File: src/rtl/prog_ctr_pkg.sv
package prog_ctr_pkg;
  typedef enum logic [2:0] {
    OP_HOLD  = 3'd0,
    OP_ADV   = 3'd1,
    OP_REL   = 3'd2,
    OP_JMP   = 3'd3,
    OP_CALL  = 3'd4,
    OP_RET   = 3'd5,
    OP_WRLO  = 3'd6,
    OP_SPARE = 3'd7
  } pc_op_e;
endpackage

File: src/rtl/pc_next_calc.sv
module pc_next_calc
  import prog_ctr_pkg::*;
#(
  parameter int PC_W  = 21,
  parameter int REL_W = 12
) (
  input  pc_op_e            op,
  input  logic [PC_W-1:0]   pc_q,
  input  logic [REL_W-1:0]  rel,
  input  logic [PC_W-2:0]   tgt,
  input  logic [7:0]        lo,
  input  logic [7:0]        hi,
  input  logic [PC_W-17:0]  up,
  input  logic [PC_W-2:0]   pop_word,
  output logic [PC_W-1:0]   pc_d,
  output logic              pc_en
);
  localparam int EXT_W = PC_W - REL_W - 1;

  logic [PC_W-1:0] rel_bytes;
  assign rel_bytes = {{EXT_W{rel[REL_W-1]}}, rel, 1'b0};

  always_comb begin
    pc_en = 1'b1;
    pc_d  = pc_q;
    case (op)
      OP_ADV:          pc_d = pc_q + PC_W'(2);
      OP_REL:          pc_d = pc_q + rel_bytes;
      OP_JMP, OP_CALL: pc_d = {tgt, 1'b0};
      OP_RET:          pc_d = {pop_word, 1'b0};
      OP_WRLO:         pc_d = {up, hi, lo & 8'hFE};
      default:         pc_en = 1'b0;
    endcase
  end
endmodule

File: src/rtl/ret_stack.sv
module ret_stack #(
  parameter int DEPTH = 31,
  parameter int AW    = 20,
  parameter int PW    = $clog2(DEPTH + 1)
) (
  input  logic          clk,
  input  logic          rst_n,
  input  logic          push_i,
  input  logic          pop_i,
  input  logic [AW-1:0] push_word_i,
  output logic [AW-1:0] top_o,
  output logic [PW-1:0] sp_o,
  output logic          ovf_o,
  output logic          unf_o
);
  logic [PW-1:0] sp_q, sp_d;
  logic          ovf_q, ovf_d, unf_q, unf_d;
  logic          full, empty, wr_en, st_en;
  logic [AW-1:0] ent [DEPTH];

  assign full  = (sp_q == PW'(DEPTH));
  assign empty = (sp_q == '0);
  assign wr_en = push_i && !full;
  assign st_en = push_i || pop_i;

  always_comb begin
    sp_d  = sp_q;
    ovf_d = ovf_q;
    unf_d = unf_q;
    if (push_i) begin
      if (full) ovf_d = 1'b1;
      else      sp_d  = sp_q + PW'(1);
    end else if (pop_i) begin
      if (empty) unf_d = 1'b1;
      else       sp_d  = sp_q - PW'(1);
    end
  end

  always_ff @(posedge clk or negedge rst_n) begin
    if (!rst_n) begin
      sp_q  <= '0;
      ovf_q <= 1'b0;
      unf_q <= 1'b0;
    end else if (st_en) begin
      sp_q  <= sp_d;
      ovf_q <= ovf_d;
      unf_q <= unf_d;
    end
  end

  for (genvar g = 0; g < DEPTH; g++) begin : g_ent
    always_ff @(posedge clk) begin
      if (wr_en && (sp_q == PW'(g))) ent[g] <= push_word_i;
    end
  end

  assign top_o = empty ? '0 : ent[sp_q - PW'(1)];
  assign sp_o  = sp_q;
  assign ovf_o = ovf_q;
  assign unf_o = unf_q;
endmodule

File: src/rtl/prog_ctr_stack.sv
module prog_ctr_stack
  import prog_ctr_pkg::*;
#(
  parameter int PC_W  = 21,
  parameter int DEPTH = 31,
  parameter int REL_W = 12,
  localparam int PW   = $clog2(DEPTH + 1),
  localparam int UP_W = PC_W - 16
) (
  input  logic             clk,
  input  logic             rst_n,
  input  logic [2:0]       op_i,
  input  logic [REL_W-1:0] rel_i,
  input  logic [PC_W-2:0]  tgt_i,
  input  logic [7:0]       lo_i,
  input  logic [7:0]       hi_latch_i,
  input  logic [UP_W-1:0]  up_latch_i,
  output logic [PC_W-1:0]  pc_o,
  output logic [PW-1:0]    sp_o,
  output logic             ovf_o,
  output logic             unf_o
);
  logic            rst_meta_q, rst_sync_n;
  pc_op_e          op;
  logic [PC_W-1:0] pc_q, pc_d;
  logic            pc_en;
  logic [PC_W-2:0] push_word, pop_word;

  always_ff @(posedge clk or negedge rst_n) begin
    if (!rst_n) begin
      rst_meta_q <= 1'b0;
      rst_sync_n <= 1'b0;
    end else begin
      rst_meta_q <= 1'b1;
      rst_sync_n <= rst_meta_q;
    end
  end

  assign op        = pc_op_e'(op_i);
  assign push_word = pc_q[PC_W-1:1] + (PC_W-1)'(1);

  pc_next_calc #(.PC_W(PC_W), .REL_W(REL_W)) next_i (
    .op       (op),
    .pc_q     (pc_q),
    .rel      (rel_i),
    .tgt      (tgt_i),
    .lo       (lo_i),
    .hi       (hi_latch_i),
    .up       (up_latch_i),
    .pop_word (pop_word),
    .pc_d     (pc_d),
    .pc_en    (pc_en)
  );

  ret_stack #(.DEPTH(DEPTH), .AW(PC_W-1), .PW(PW)) stack_i (
    .clk         (clk),
    .rst_n       (rst_sync_n),
    .push_i      (op == OP_CALL),
    .pop_i       (op == OP_RET),
    .push_word_i (push_word),
    .top_o       (pop_word),
    .sp_o        (sp_o),
    .ovf_o       (ovf_o),
    .unf_o       (unf_o)
  );

  always_ff @(posedge clk or negedge rst_sync_n) begin
    if (!rst_sync_n)  pc_q <= '0;
    else if (pc_en)   pc_q <= pc_d;
  end

  assign pc_o = pc_q;
endmodule

File: config.mk
export PLATFORM = sky130hd
export DESIGN_NAME = prog_ctr_stack
export DESIGN_NICKNAME = d
export VERILOG_FILES = /design/src/rtl/prog_ctr_pkg.sv /design/src/rtl/pc_next_calc.sv /design/src/rtl/ret_stack.sv /design/src/rtl/prog_ctr_stack.sv
export SDC_FILE = /design/constraint.sdc
export NUM_CORES = 1
export LEC_CHECK = 0
export BUFFER_PORTS_ARGS = -buffer_cell sky130_fd_sc_hd__buf_4
export CAP_MARGIN = 20
export CORE_UTILIZATION = 35
export CTS_CLUSTER_DIAMETER = 30
export DETAILED_ROUTE_END_ITERATION = 8
export PLACE_DENSITY = 0.59
export SLEW_MARGIN = 5
export SYNTH_ARGS = -nofsm -noshare
export SYNTH_HDL_FRONTEND = slang
export SYNTH_SLANG_ARGS = --single-unit
File: constraint.sdc
create_clock -name clk -period 0.8 [get_ports clk]
set_input_delay 0.08 -clock clk [delete_from_list [all_inputs] [get_ports clk]]
set_output_delay 0.08 -clock clk [all_outputs]
set_load 0.05 [all_outputs]
==> results of run 1 <==
==> critical path: stages, from the launching register on <==
cell and delay [ns]:
dfrtp_4 0.53, buf_4 0.17, o31ai_4 0.36, nand2_8 0.11, bufbuf_16 0.31, a2111oi_2 0.46, o31ai_2 0.15, a211oi_4 0.32
o22ai_2 0.13
==> how the worst max path moves through the flow <==
stage / startpoint / endpoint / slack, ns / depth (start not counted)
after global placement: stack_i.sp_o[0]$_DFFE_PN0P_ / pc_o[8]$_DFFE_PN0P_ / -2.16 / 10
after global routing: stack_i.sp_o[0]$_DFFE_PN0P_ / pc_o[20]$_DFFE_PN0P_ / -1.99 / 8
after CTS: stack_i.sp_o[0]$_DFFE_PN0P_ / pc_o[4]$_DFFE_PN0P_ / -1.82 / 12
after detailed placement: stack_i.sp_o[0]$_DFFE_PN0P_ / pc_o[12]$_DFFE_PN0P_ / -2.16 / 12
after floorplan: stack_i.sp_o[0]$_DFFE_PN0P_ / pc_o[2]$_DFFE_PN0P_ / -2.11 / 11
final: stack_i.sp_o[0]$_DFFE_PN0P_ / pc_o[20]$_DFFE_PN0P_ / -1.91 / 8
==> final cells by class <==
class	instances	area [um2]
sequential	649	19360
inverter	13	65.06
fill	6215	37780
antenna	3	7.507
multi-input combinational	907	9507
timing repair buffer	552	5801
clock buffer	129	2952
clock inverter	91	1076
tap	1040	1301
==> routing by layer <==
layer,vias up,routed length [um]
met4,0,2188
li1,7911,-
met5,-,0
met2,849,43370
met3,167,7504
met1,9660,36880
==> cell families after synthesis <==
kind of cell    synth area share, %
flops                         69.99
buf+inv                       1.775
xor+xnor                     0.9190
mux                           12.76
fa+ha+maj                     1.295
other cells                 0.02717
simple gates                  6.573
compound gates                6.659
==> metrics by stage <==
| stage | power [mW] | setup slack, ns |
|---|---|---|
| finish | 165.3 | -1.911 |
| global route | 170.9 | -1.989 |
| detailed placement | 101.4 | -2.156 |
| floorplan | 76.99 | -2.109 |
| CTS | 158.9 | -1.824 |
| global placement | 100.7 | -2.163 |
==> cell usage in the layout, fill, tap and decap left out, types with 11 or more instances in the layout <==
cell / instances
buf_4: 379
buf_6: 54
mux4_2: 136
nor4_4: 11
dlygate4sd3_1: 13
mux2i_1: 27
edfxtp_1: 620
dfrtp_1: 14
nor2_4: 19
inv_1: 11
xnor2_4: 11
clkinv_2: 15
clkinvlp_4: 15
nor3_1: 11
clkbuf_16: 121
dfrtp_2: 14
a21oi_1: 53
clkinv_4: 12
ha_1: 20
a2111oi_4: 14
o22ai_1: 15
and3_1: 28
o21ai_0: 39
clkbuf_1: 13
o211ai_1: 25
a31oi_1: 12
nor2_1: 41
buf_12: 91
bufinv_16: 13
nand2_1: 155
a21oi_2: 11
clkinv_1: 14
nand3_1: 21
==> where the power goes <==
part / internal, mW / leakage (nW) / switching (mW)
registers: 42.4 / 5.92 / 1.05
logic: 34.7 / 6.36 / 37.7
clock network: 31.3 / 1.92 / 18.0
total: 108 / 14.2 / 56.8
==> state kept, by name (all words and copies together), names as in the netlist <==
signal and cells:
stack_i.ent 620, pc_o 20, stack_i.sp_o 5, rst_meta_q 1, rst_sync_n 1, stack_i.ovf_o 1
stack_i.unf_o 1
==> repair_timing <==
item | CTS | global route
buffers inserted | 25 | 50
endpoints found under the setup margin | 1294 | 1294
gates cloned | 9 | 8
pin swaps | 58 | 59
gates resized for setup | 175 | 132
hold endpoints to repair | 12 | 5
==> results summary, run 1 <==
The required time of the critical path came out at 1.32 ns. From synthesis to final layout, the design area changed by 45.00%. The sequential cell area fraction in the yosys report came out at roughly 70%. The critical path is of the flip-flop to flip-flop type. By area the synthesized netlist is led by edfxtp_1 67%, mux4_2 11%, dfrtp_1 2.6%, nand2_1 2.3%, mux2i_1 1.2%. In this run the static leakage power is 14.20 nW.

The final worst-path setup slack came out at -1.911 ns. For hold timing, the worst endpoint is pc_o[9]$_DFFE_PN0P_. The number of nets in the synthesized netlist is 1741. Detailed routing inserted a total of 18.59k vias. The detailed router finished its first iteration with approximately 1.8k violations. The die width is between 200 and 300 um.

The maximum level of the CTS H-tree is 3. The final worst-path cycle share came out at 338.8%. The relative slew slack is 44.57%.

The top-area cell type share of the netlist area is 67.36%. The first-pass GRT wire length is about 130 mm. The peak supply drop came out at 2.108 mV. Wires add up to approximately 90 mm. The worst setup path is captured at a flip-flop. The final worst clock skew came out at 0.04657 ns.

The final reports fail on hold timing, setup timing. The number of hold violations in the final report is 5. Once placement completed, the tool counted placed cells totaling 3071.

The critical path arrival is 3.23 ns. The largest net degree at the start of global routing is 32. Setup repair after global routing could not meet its margin everywhere. The global-route congestion overflow total is 0.

Global routing consumed, on the met2 layer, between 30% and 40% of the routing resources. The number of pins exceeding their max-slew limit in the final report is 0. For this configuration, the core starts out at a cell density of 35.50%.

The routed design could run at a clock period as short as approximately 2.7 ns. Of all flip-flops after synthesis, the portion carrying an async set or reset was under 10%. The global routing usage on met1 is 29.43%. The combined global-route utilization of all metal layers is 21.40%. The clock-pin slew on the worst setup and hold paths is 0.05 ns. The most frequently used flop master after synthesis is edfxtp_1. The type of element launching the critical path is a flip-flop. The placement-stage cell area came out at roughly 33000 um2.

The total half-perimeter wirelength after legalization and detailed placement is 53.92 mm. Sorting the synthesized cells by how often they occur yields 620 x edfxtp_1, 172 x nand2_1, 136 x mux4_2, 67 x a21oi_1, 61 x nor2_1. The routability congestion estimate from global placement came out at 0.8964. The post-route cell area is between 40000 and 50000 um2. Cells with a size suffix above 1 make up 46.35% of the layout. The count of clock tree sinks came out at 649.

The top fanout value on the critical path is 8. The die outline area is 80090 um2. The worst hold path cell count is 4.

The number of enable flip-flop cells after synthesis came out at a little over 600. The most instantiated library cell after synthesis is edfxtp_1. The floorplan step set the die height to between 200 and 300 um. In this run, distinct cell masters in the synthesized netlist total between 70 and 80. In the routed design, unresolved DRC markers number 0.

The via count of the first global-routing pass came out at 18.62k. The number of endpoints failing setup at the final stage is 1294. The buffer levels on the longest clock path came out at 3. The power per standard cell area is about 4100 nW/um2. The count of antenna-violating nets left after detailed routing came out at 0. The worst register-to-register path has a depth of 8.

The transition time of the tightest slew-check pin is 0.8227 ns. Input and output buffers added on the ports amount to 83. The worst hold path begins at hi_latch_i[1]. Summed over all failing endpoints, the final setup total negative slack is -1683.27 ns. The largest total area in the synthesized netlist belongs to edfxtp_1. The synthesized cell area is 27640 um2. The standard cell core area came out at 77850 um2. For this run, the number of standard cells in the final layout without fillers is 3384. The achievable frequency came out at 368.9 MHz.

The number of warning messages in the yosys log is 0. In this run the count of I/O pins placed on the die edge is 86. A synthesized cell averages 16.70 um2.

The row count is 102. The setup slack on the worst flop-to-flop path came out at -1.91 ns. TritonCTS built the clock tree. The average wire length per cell after detail routing is approximately 27 um.

The worst register-to-register path ends at pc_o[20]$_DFFE_PN0P_. Clock latency on the worst-skew pair, taken at its later pin, is around 0.69 ns. The total number of nets in the final design came out at 2325. The detailed-route vias per instance is 5.493. The cell count after synthesis came out at ~1.7k. The startpoint identified for the worst register-to-register timing path is stack_i.sp_o[0]$_DFFE_PN0P_. Max-cap violations in this run came to 0.

The number of hold-repair buffers added at the cts stage came out at 13. The most crowded layer after global routing is met2. The synthesized design contains approximately 650 register bits.

The detailed-router iteration count before antenna repair came out at 7. The flow ran to the end, but the final reports show violations. The end-of-flow core utilization came out at 51.48%.

Hold timing on the final database bottoms out at a slack of -0.1349 ns. The initial antenna violation count is 4. The global routing met3 resource utilization came out at approximately 4.2%. The root buffer selected by CTS is clkbuf_16. The worst hold path belongs to the class input pin to flip-flop. Clock tree synthesis inserted a total of between 100 and 150 buffers.
No activity file was read; power rests on OpenSTA's default activity.
==> run 2: changes to the inputs <==
--- a/config.mk
+++ b/config.mk
@@ -10,7 +10,7 @@
 export CORE_UTILIZATION = 35
 export CTS_CLUSTER_DIAMETER = 30
 export DETAILED_ROUTE_END_ITERATION = 8
-export PLACE_DENSITY = 0.59
+export PLACE_DENSITY = 0.57
 export SLEW_MARGIN = 5
 export SYNTH_ARGS = -nofsm -noshare
 export SYNTH_HDL_FRONTEND = slang
==> constraint.sdc (replaced) <==
create_clock -name clk -period 3.21 [get_ports clk]
set_input_delay 0.321 -clock clk [delete_from_list [all_inputs] [get_ports clk]]
set_output_delay 0.321 -clock clk [all_outputs]
set_load 0.05 [all_outputs]
==> run 2 against run 1 <==
The flow now finishes without violations. Hold slack better by 0.21 ns. Sequential share of layout area rose by 6.9 points. Flip-flop and latch count is the same. Cell count is 9.1% lower. Count of clock-buffer cells in the layout increased by 7. Routed wire length is 16% lower. Setup slack better by 2.0 ns. Global-route usage down 2.6 points. Combinational power is 83% lower. Register-to-register slack better by 2.0 ns. Critical path type unchanged. Largest cell class unchanged. Largest power group unchanged.
==> results summary, run 2 (same netlist as run 1, synthesis figures left out) <==
The number of hold violations in the final report was 0 (-5). The count of clock tree sinks is 649 (unchanged). The first-pass GRT wire length is 112.3 mm (-11%). The classification of the worst-slack hold path is input pin to flip-flop. The standard cell core area is 77850 um2 (unchanged). The endpoint class of the critical path is a flip-flop. The die outline area is 80090 um2 (unchanged). The endpoint identified for the worst register-to-register timing path is pc_o[2]$_DFFE_PN0P_. The worst setup path is launched from a flip-flop.

The count of input and output buffers was 83 (unchanged). The final worst clock skew came to 0.01973 ns (-0.02684 ns). The transition time of the tightest slew-check pin is 0.9538 ns (+0.1311 ns). The vias after detailed routing came out at 16.71k (-10%). The maximum level of the CTS H-tree is 3 (unchanged).

The clock buffer count from CTS came out at 118 (+1.7%). The cell with the biggest individual delay on the critical path is xor2_4. Leaving out fill and tap cells, the most frequent cell in the layout is edfxtp_1. The starting utilization of the core area came out at 35.50% (unchanged). The power per standard cell area is 1009 nW/um2 (-76%). The critical path is of the flip-flop to flip-flop type. Setup repair after global routing left no endpoint under its margin. The die outline height came out at 283.0 um (unchanged). Walking the worst path, the cells encountered are clkinv_2, ha_2, xor2_4, buf_4, mux4_2, mux4_2, a2111oi_1, o22ai_1. The setup slack on the worst flop-to-flop path came out at 0.10 ns (+2.01 ns). The total number of nets in the final design was 2020 (-13%). The required time of the critical path came out at 3.73 ns (+2.41 ns). The clock-pin slew on the worst setup and hold paths came out at 0.05 ns (about the same).

The die width was 283.0 um (unchanged). The critical path arrival is 3.63 ns (+0.40 ns). The number of antenna cells inserted came out at 0 (-3). The largest net degree at the start of global routing came out at 58 (+81%). The total area of sequential cells was 19350 um2 (about the same). The final cell count without fillers came to 3077 (-9.1%). The hold slack was 0.07636 ns (+0.2112 ns).

The fraction of final layout cells with drive strength greater than 1 came out at 31.03% (-15 points). The row count came out at 102 (unchanged). The number of design rule violations left after detail routing came out at 0 (unchanged). The detailed-router iteration count before antenna repair was 6 (-1). The root buffer selected by CTS is clkbuf_16.

In the layout the commonest cells are 620 x edfxtp_1, 211 x buf_4, 172 x nand2_1. The global-route congestion overflow total is 0 (unchanged). The leakage power figure was 12.06 nW (-15%). The top fanout value on the critical path is 13 (+5). The count of antenna-violating nets left after detailed routing came out at 0 (unchanged). The combined global-route utilization of all metal layers was 18.79% (-2.6 points). The relative slew slack is 36.41% (-8.2 points). The peak supply drop came out at 0.5058 mV (-76%).

The multi-input gate area in the final layout came out at 8053 um2 (-15%). The run finished with clean final reports. Counting stages on the worst path, the most repeated cell is mux4_2. The number of maximum-capacitance violations came out at 0 (unchanged). The layout overhead on the synthesized area is 26.81%.

The average wire length per cell after detail routing is 24.53 um (-7.7%). The total half-perimeter wirelength after legalization and detailed placement is 47.78 mm (-11%). The number of DRC markers after the initial detailed-route iteration is 1493 (-16%). The maximum cell stage delay along the critical path is 0.51 ns (-0.02 ns). The number of placed instances, taps included came out at 2844 (-7.4%).

The post-route minimum period came out at 3.108 ns (+0.3973 ns). TritonCTS built the clock tree. The critical path ends at pc_o[2]$_DFFE_PN0P_. The worst hold path cell count is 3 (-1). The initial antenna violation count came out at 1 (-3). The worst register-to-register path begins at stack_i.sp_o[0]$_DFFE_PN0P_. The length in cells of the worst reg-to-reg path is 8 (unchanged). The via count of the first global-routing pass came to 17.06k (-8.3%). The routability congestion estimate from global placement came to 0.8731 (-2.6%). The number of filler cells placed in the layout is 6762 (+8.8%). The final worst-path cycle share came to 96.83% (-240 points).

Tracing the worst setup path back leads to its startpoint at stack_i.sp_o[0]$_DFFE_PN0P_. The number of endpoints failing setup at the final stage is 0 (-100%). The top-level port count was 86 (unchanged). The number of pins exceeding their max-slew limit in the final report is 0 (unchanged). The achievable frequency is 321.7 MHz (-13%).

The wire length reported by the detailed router is 75.49 mm (-16%). The buffer levels on the longest clock path came to 3 (unchanged). The detailed-route vias per instance came out at 5.430 (-1.1%). The source-to-sink clock delay at the later pin of the worst-skew pair is 0.67 ns (-0.02 ns).

More flip-flops sit in one register than any other, and that register is stack_i.ent. The number of flip-flops in the largest register is 620 (unchanged).
## run 2: repair_timing
| item | CTS | global route |
|---|---|---|
| endpoints found under the setup margin | 0 | 7 |
| endpoints found under the hold margin | 3 | 0 |
| hold buffers | 3 | 0 |
| gates resized for setup | 0 | 3 |
| buffers inserted | 0 | 6 |
## run 2: how the worst min path moves through the flow
stage	from	endpoint
after floorplan	rst_n	rst_meta_q$_DFF_PN0_
after global placement	rst_n	rst_meta_q$_DFF_PN0_
after detailed placement	rst_n	rst_sync_n$_DFF_PN0_
after CTS	tgt_i[7]	pc_o[8]$_DFFE_PN0P_
after global routing	tgt_i[4]	pc_o[5]$_DFFE_PN0P_
final	tgt_i[7]	pc_o[8]$_DFFE_PN0P_
## run 2: worst max-delay path, delay by kind of cell, from the launching register on
kind                     cells  cell delay (ns)
flip-flops                   1             0.48
multiplexers                 2             0.80
adder cells (fa/ha/maj)      1             0.23
buffers and inverters        2             0.30
XOR/XNOR                     1             0.51
AO/OA/AOI/OAI                2             0.65
## run 2: layout make-up
class                      count  share of cell area, %
inverter                      13                 0.1428
tap                         1040                  3.713
clock inverter                87                  2.688
timing repair buffer         250                  6.601
clock buffer                 136                  8.678
multi-input combinational    902                  22.98
sequential                   649                  55.20
## run 2: report_power, final
part / total, mW / leakage, nW / switching [mW] / internal (mW)
clock network: 12.2 / 1.90 / 4.20 / 7.99
logic: 12.3 / 4.21 / 7.32 / 4.99
registers: 10.9 / 5.94 / 0.290 / 10.6
total: 35.4 / 12.1 / 11.8 / 23.5
## run 2: routing by layer
metal  up-vias  routed length [um]  part of all wire (%)  global-route usage [%]
met5         -                  13                 0.017                       0
met4         2                1795                   2.4                   5.924
met3       127                5153                   6.8                   3.994
met2       676               36260                    48                   30.40
met1      8626               32270                    43                   25.29
li1       7278                   -                     -                       -
## run 2: stage by stage
stage                     power, mW  setup slack (ns)  cell area (um2)  TNS (ns)  util (%)
after floorplan               18.71          0.001659            27680         0         -
after global placement        23.02           -0.1812            30950   -0.3552     39.76
after detailed placement      23.19           0.02627            30970         0     39.78
after CTS                     35.45           0.02279            34990         0     44.94
after global routing          36.77          0.003143            35050         0     45.02
final                         35.36            0.1019            35050         0     45.02
==> run 3: changes to the inputs <==
--- a/config.mk
+++ b/config.mk
@@ -5,8 +5,9 @@
 export SDC_FILE = /design/constraint.sdc
 export NUM_CORES = 1
 export LEC_CHECK = 0
+export ABC_AREA = 1
 export BUFFER_PORTS_ARGS = -buffer_cell sky130_fd_sc_hd__buf_4
-export CAP_MARGIN = 20
+export CAP_MARGIN = 40
 export CORE_UTILIZATION = 35
 export CTS_CLUSTER_DIAMETER = 30
 export DETAILED_ROUTE_END_ITERATION = 8
==> run 3 against run 2 <==
Via count is 24% higher. Highest routed layer is now met4. Non-clock buffer count is 70 lower. Setup slack better by 0.23 ns. Critical endpoint is now pc_o[18]$_DFFE_PN0P_. Cell count is 31% higher. Sequential power hardly changed. Critical path depth is 7 higher.
==> results summary, run 3 <==
The category of the most critical setup path is flip-flop to flip-flop. The leakage power figure is 13.58 nW (+13%). The count of antenna-violating nets left after detailed routing is 0 (unchanged). The number of design rule violations left after detail routing is 0 (unchanged). The root buffer selected by CTS is clkbuf_16. The net count after synthesis came out at 2783 (+60%). The maximum level of the CTS H-tree is 3 (unchanged). The post-route minimum period came out at 2.879 ns (-0.2293 ns). The largest total area in the synthesized netlist belongs to edfxtp_1. The number of placed instances, taps included is 3792 (+33%). The number of antenna cells inserted is 0 (unchanged). The worst hold path terminates at pc_o[2]$_DFFE_PN0P_. The power per standard cell area came out at 1080 nW/um2 (+7.0%). More flip-flops sit in one register than any other, and that register is stack_i.ent.

The detailed-route vias per instance is 5.168 (-4.8%). The post-synthesis cell type count came out at 45 (-37%). The internal power component is 22.89 mW (-2.8%). The most common cell in the synthesized netlist is nand2_1. The setup slack on the worst flop-to-flop path came out at 0.33 ns (+0.23 ns). The average wire length per cell after detail routing is 20.71 um (-16%). Tracing the worst setup path back leads to its startpoint at stack_i.sp_o[0]$_DFFE_PN0P_. The count of input and output buffers is 83 (unchanged).

The combinational cell fraction of total power is 38.7% (+3.9 points). The library cell used most frequently in the layout, excluding fill and tap cells, is nand2_1. The number of pins exceeding their max-slew limit in the final report was 0 (unchanged). The number of DRC markers after the initial detailed-route iteration came out at 2043 (+37%). The most frequently used flop master after synthesis is edfxtp_1.

The buffer levels on the longest clock path is 3 (unchanged). The maximum cell stage delay along the critical path was 0.52 ns (about the same). The number of hold violations in the final report is 0 (unchanged).

The layout overhead on the synthesized area came out at 22.12%. The clock buffer count from CTS is 118 (unchanged). The achievable frequency came out at 347.4 MHz (+8.0%). The post-route cell area is 35440 um2 (+1.1%). The met2 routing resource usage after global routing is 31.41% (+1.0 points).

The wire length reported by the detailed router came to 83.33 mm (+10%). TritonCTS built the clock tree. The number of enable flip-flop cells after synthesis came to 620 (unchanged). The mean post-synth cell area came out at 10.76 um2 (-36%).

The synthesized cell area came out at 29020 um2 (+5.0%). The total negative slack came to 0 ns (unchanged). The type of element launching the critical path is a flip-flop. The largest net degree at the start of global routing is 142 (+140%).

The worst setup path is captured at a flip-flop. The count of clock tree sinks came out at 649 (unchanged). The clock-pin slew on the worst setup and hold paths is 0.05 ns (about the same). The first-pass GRT wire length was 124.6 mm (+11%). The top-area cell type share of the netlist area is 64.15% (-3.2 points). The routability congestion estimate from global placement is 0.9400 (+7.7%). The critical path arrival came to 3.48 ns (-0.15 ns).

Yosys attributes the largest share of cell area to edfxtp_1 64%, nand2_1 11%, nand3_1 8.2%, dfrtp_1 2.5%, inv_1 2.2%. The share of synthesized registers carrying an async set or reset is 4.468% (unchanged). The global routing usage on met1 was 26.48% (+1.2 points). The row count came out at 105 (+2.9%). The via count of the first global-routing pass is 20.16k (+18%). The initial antenna violation count was 2 (+1).

The worst register-to-register path begins at stack_i.sp_o[0]$_DFFE_PN0P_. The transition time of the tightest slew-check pin came out at 0.8763 ns (-0.07750 ns). The number of maximum-capacitance violations came to 0 (unchanged). The number of flip-flops in the largest register came out at 620 (unchanged). The power share of the sequential group is 27.8% (-2.9 points). The final worst-path cycle share is 89.68% (-7.1 points). The slowest stage of the critical path is the dfrtp_4 cell. The peak supply drop came to 0.7198 mV (+42%).

The length in cells of the worst reg-to-reg path is 15 (+7). Walking the worst path, the cells encountered are inv_8, ha_1, inv_2, nand2_1, nand2_4, inv_4, buf_4, nand3_1, nand3_1, nand2_1, nand2_1, nand3_1, nand3_1, nand3_1, nand2_1. The post-cts sizing count is 0 (unchanged). The number of endpoints failing setup at the final stage is 0 (unchanged). The final worst-path setup slack was 0.3312 ns (+0.2293 ns). The path class of the tightest hold or removal check is input pin to flip-flop. The sequential cell area fraction in the yosys report came out at 66.65% (-3.3 points). The standard cell core area is 82110 um2 (+5.5%). The end-of-flow core utilization is 43.16% (-1.9 points). The flop and latch count out of synthesis is 649 (unchanged). The placement-stage cell area is 31190 um2 (+0.72%). The top fanout value on the critical path came out at 24 (+11). The detailed-router iteration count before antenna repair is 5 (-1).

The starting utilization of the core area is 35.35% (-0.16 points). The final cell count without fillers came to 4023 (+31%). The die width came out at 290.0 um (+2.5%). The source-to-sink clock delay at the later pin of the worst-skew pair came to 0.67 ns (about the same).

The top-level port count is 86 (unchanged). By count the netlist is led by 817 x nand2_1, 620 x edfxtp_1, 478 x nand3_1, 169 x inv_1, 101 x buf_2. The capture instance of the worst register-to-register path is pc_o[18]$_DFFE_PN0P_.

The cell count after synthesis is 2697 (+63%). In the layout the commonest cells are 816 x nand2_1, 620 x edfxtp_1, 478 x nand3_1. The run finished with clean final reports. The overall power consumption came out at 38.26 mW (+8.2%). The total number of nets in the final design is 2936 (+45%).

The number of warning messages in the yosys log is 0 (unchanged). The most repeated library cell on the critical path is nand3_1. met2 is the most crowded layer. The die outline area came out at 84080 um2 (+5.0%). The hold path startpoint is tgt_i[1]. The combined global-route utilization of all metal layers came out at 19.60% (+0.82 points). The vias after detailed routing came to 20.79k (+24%).

The switching fraction of total power came out at 40.19% (+6.8 points). Setup repair after global routing left no endpoint under its margin. The final worst clock skew is 0.02063 ns (+0.0009014 ns). The worst hold path cell count was 5 (+2).

The net switching power of the design came out at 15.38 mW (+30%). The required time of the critical path came out at 3.81 ns (+0.08 ns). The total half-perimeter wirelength after legalization and detailed placement is 47.76 mm (about the same). The global-route congestion overflow total is 0 (unchanged).

The relative slew slack came out at 41.29% (+4.9 points). The power share of the clock group came out at 33.5% (-1.0 points). The global routing met3 resource utilization came out at 3.133% (-0.86 points). The die outline height is 290.0 um (+2.5%). The worst setup slack before clock tree synthesis is 0.4147 ns (+0.3884 ns). The hold slack came out at 0.02447 ns (-0.05189 ns).

The fraction of final layout cells with drive strength greater than 1 is 15.98% (-15 points).
## run 3: repair_timing
| action | CTS | global route |
|---|---|---|
| hold endpoints to repair | 5 | 0 |
| setup buffers | 0 | 0 |
| hold buffers | 8 | 0 |
## run 3: power groups by stage
stage | registers [mW] | clock network (mW) | logic, mW
after floorplan | 11.1 | 0 | 9.13
after global placement | 10.8 | 0 | 14.5
after detailed placement | 10.8 | 0 | 14.7
after CTS | 10.6 | 13.0 | 14.8
after global routing | 10.6 | 13.4 | 16.1
final | 10.6 | 12.8 | 14.8
## run 3: final cells by class
cell class,count,area (um2)
fill,7546,46670
inverter,181,694.4
sequential,649,19350
multi-input combinational,1720,8348
timing repair buffer,180,1545
tap,1070,1339
clock buffer,126,3004
clock inverter,97,1164
## run 3: worst max-delay path by stage
| stage | end | slack (ns) | depth (start not counted) |
|---|---|---|---|
| after global placement | pc_o[10]$_DFFE_PN0P_ | 0.39 | 15 |
| after CTS | pc_o[10]$_DFFE_PN0P_ | 0.40 | 15 |
| after detailed placement | pc_o[10]$_DFFE_PN0P_ | 0.41 | 15 |
| final | pc_o[18]$_DFFE_PN0P_ | 0.33 | 15 |
| after floorplan | stack_i.ent[17][0]$_DFFE_PP_ | -0.19 | 7 |
| after global routing | pc_o[18]$_DFFE_PN0P_ | 0.15 | 15 |
## run 3: worst max-delay path: cells and delay by family, from the launching register on
kind	cells	cell delay (ns)
flops	1	0.52
fa+ha+maj	1	0.27
buf+inv	4	0.84
simple gates	10	1.17
## run 3: metal layers
| layer | up-vias | part of all wire, % |
|---|---|---|
| met4 | 0 | 3.6 |
| met3 | 176 | 6.8 |
| met1 | 10140 | 43 |
| met2 | 779 | 47 |
| li1 | 9699 | - |
| met5 | - | 0 |
## run 3: kinds of logic after synthesis
logic type               share of synthesized area (%)
XOR/XNOR                                        0.7156
AO/OA/AOI/OAI                                    4.453
adder cells (fa/ha/maj)                          1.233
flip-flops                                       66.65
AND/OR/NAND/NOR                                  21.60
other                                          0.02588
buffers and inverters                            5.324
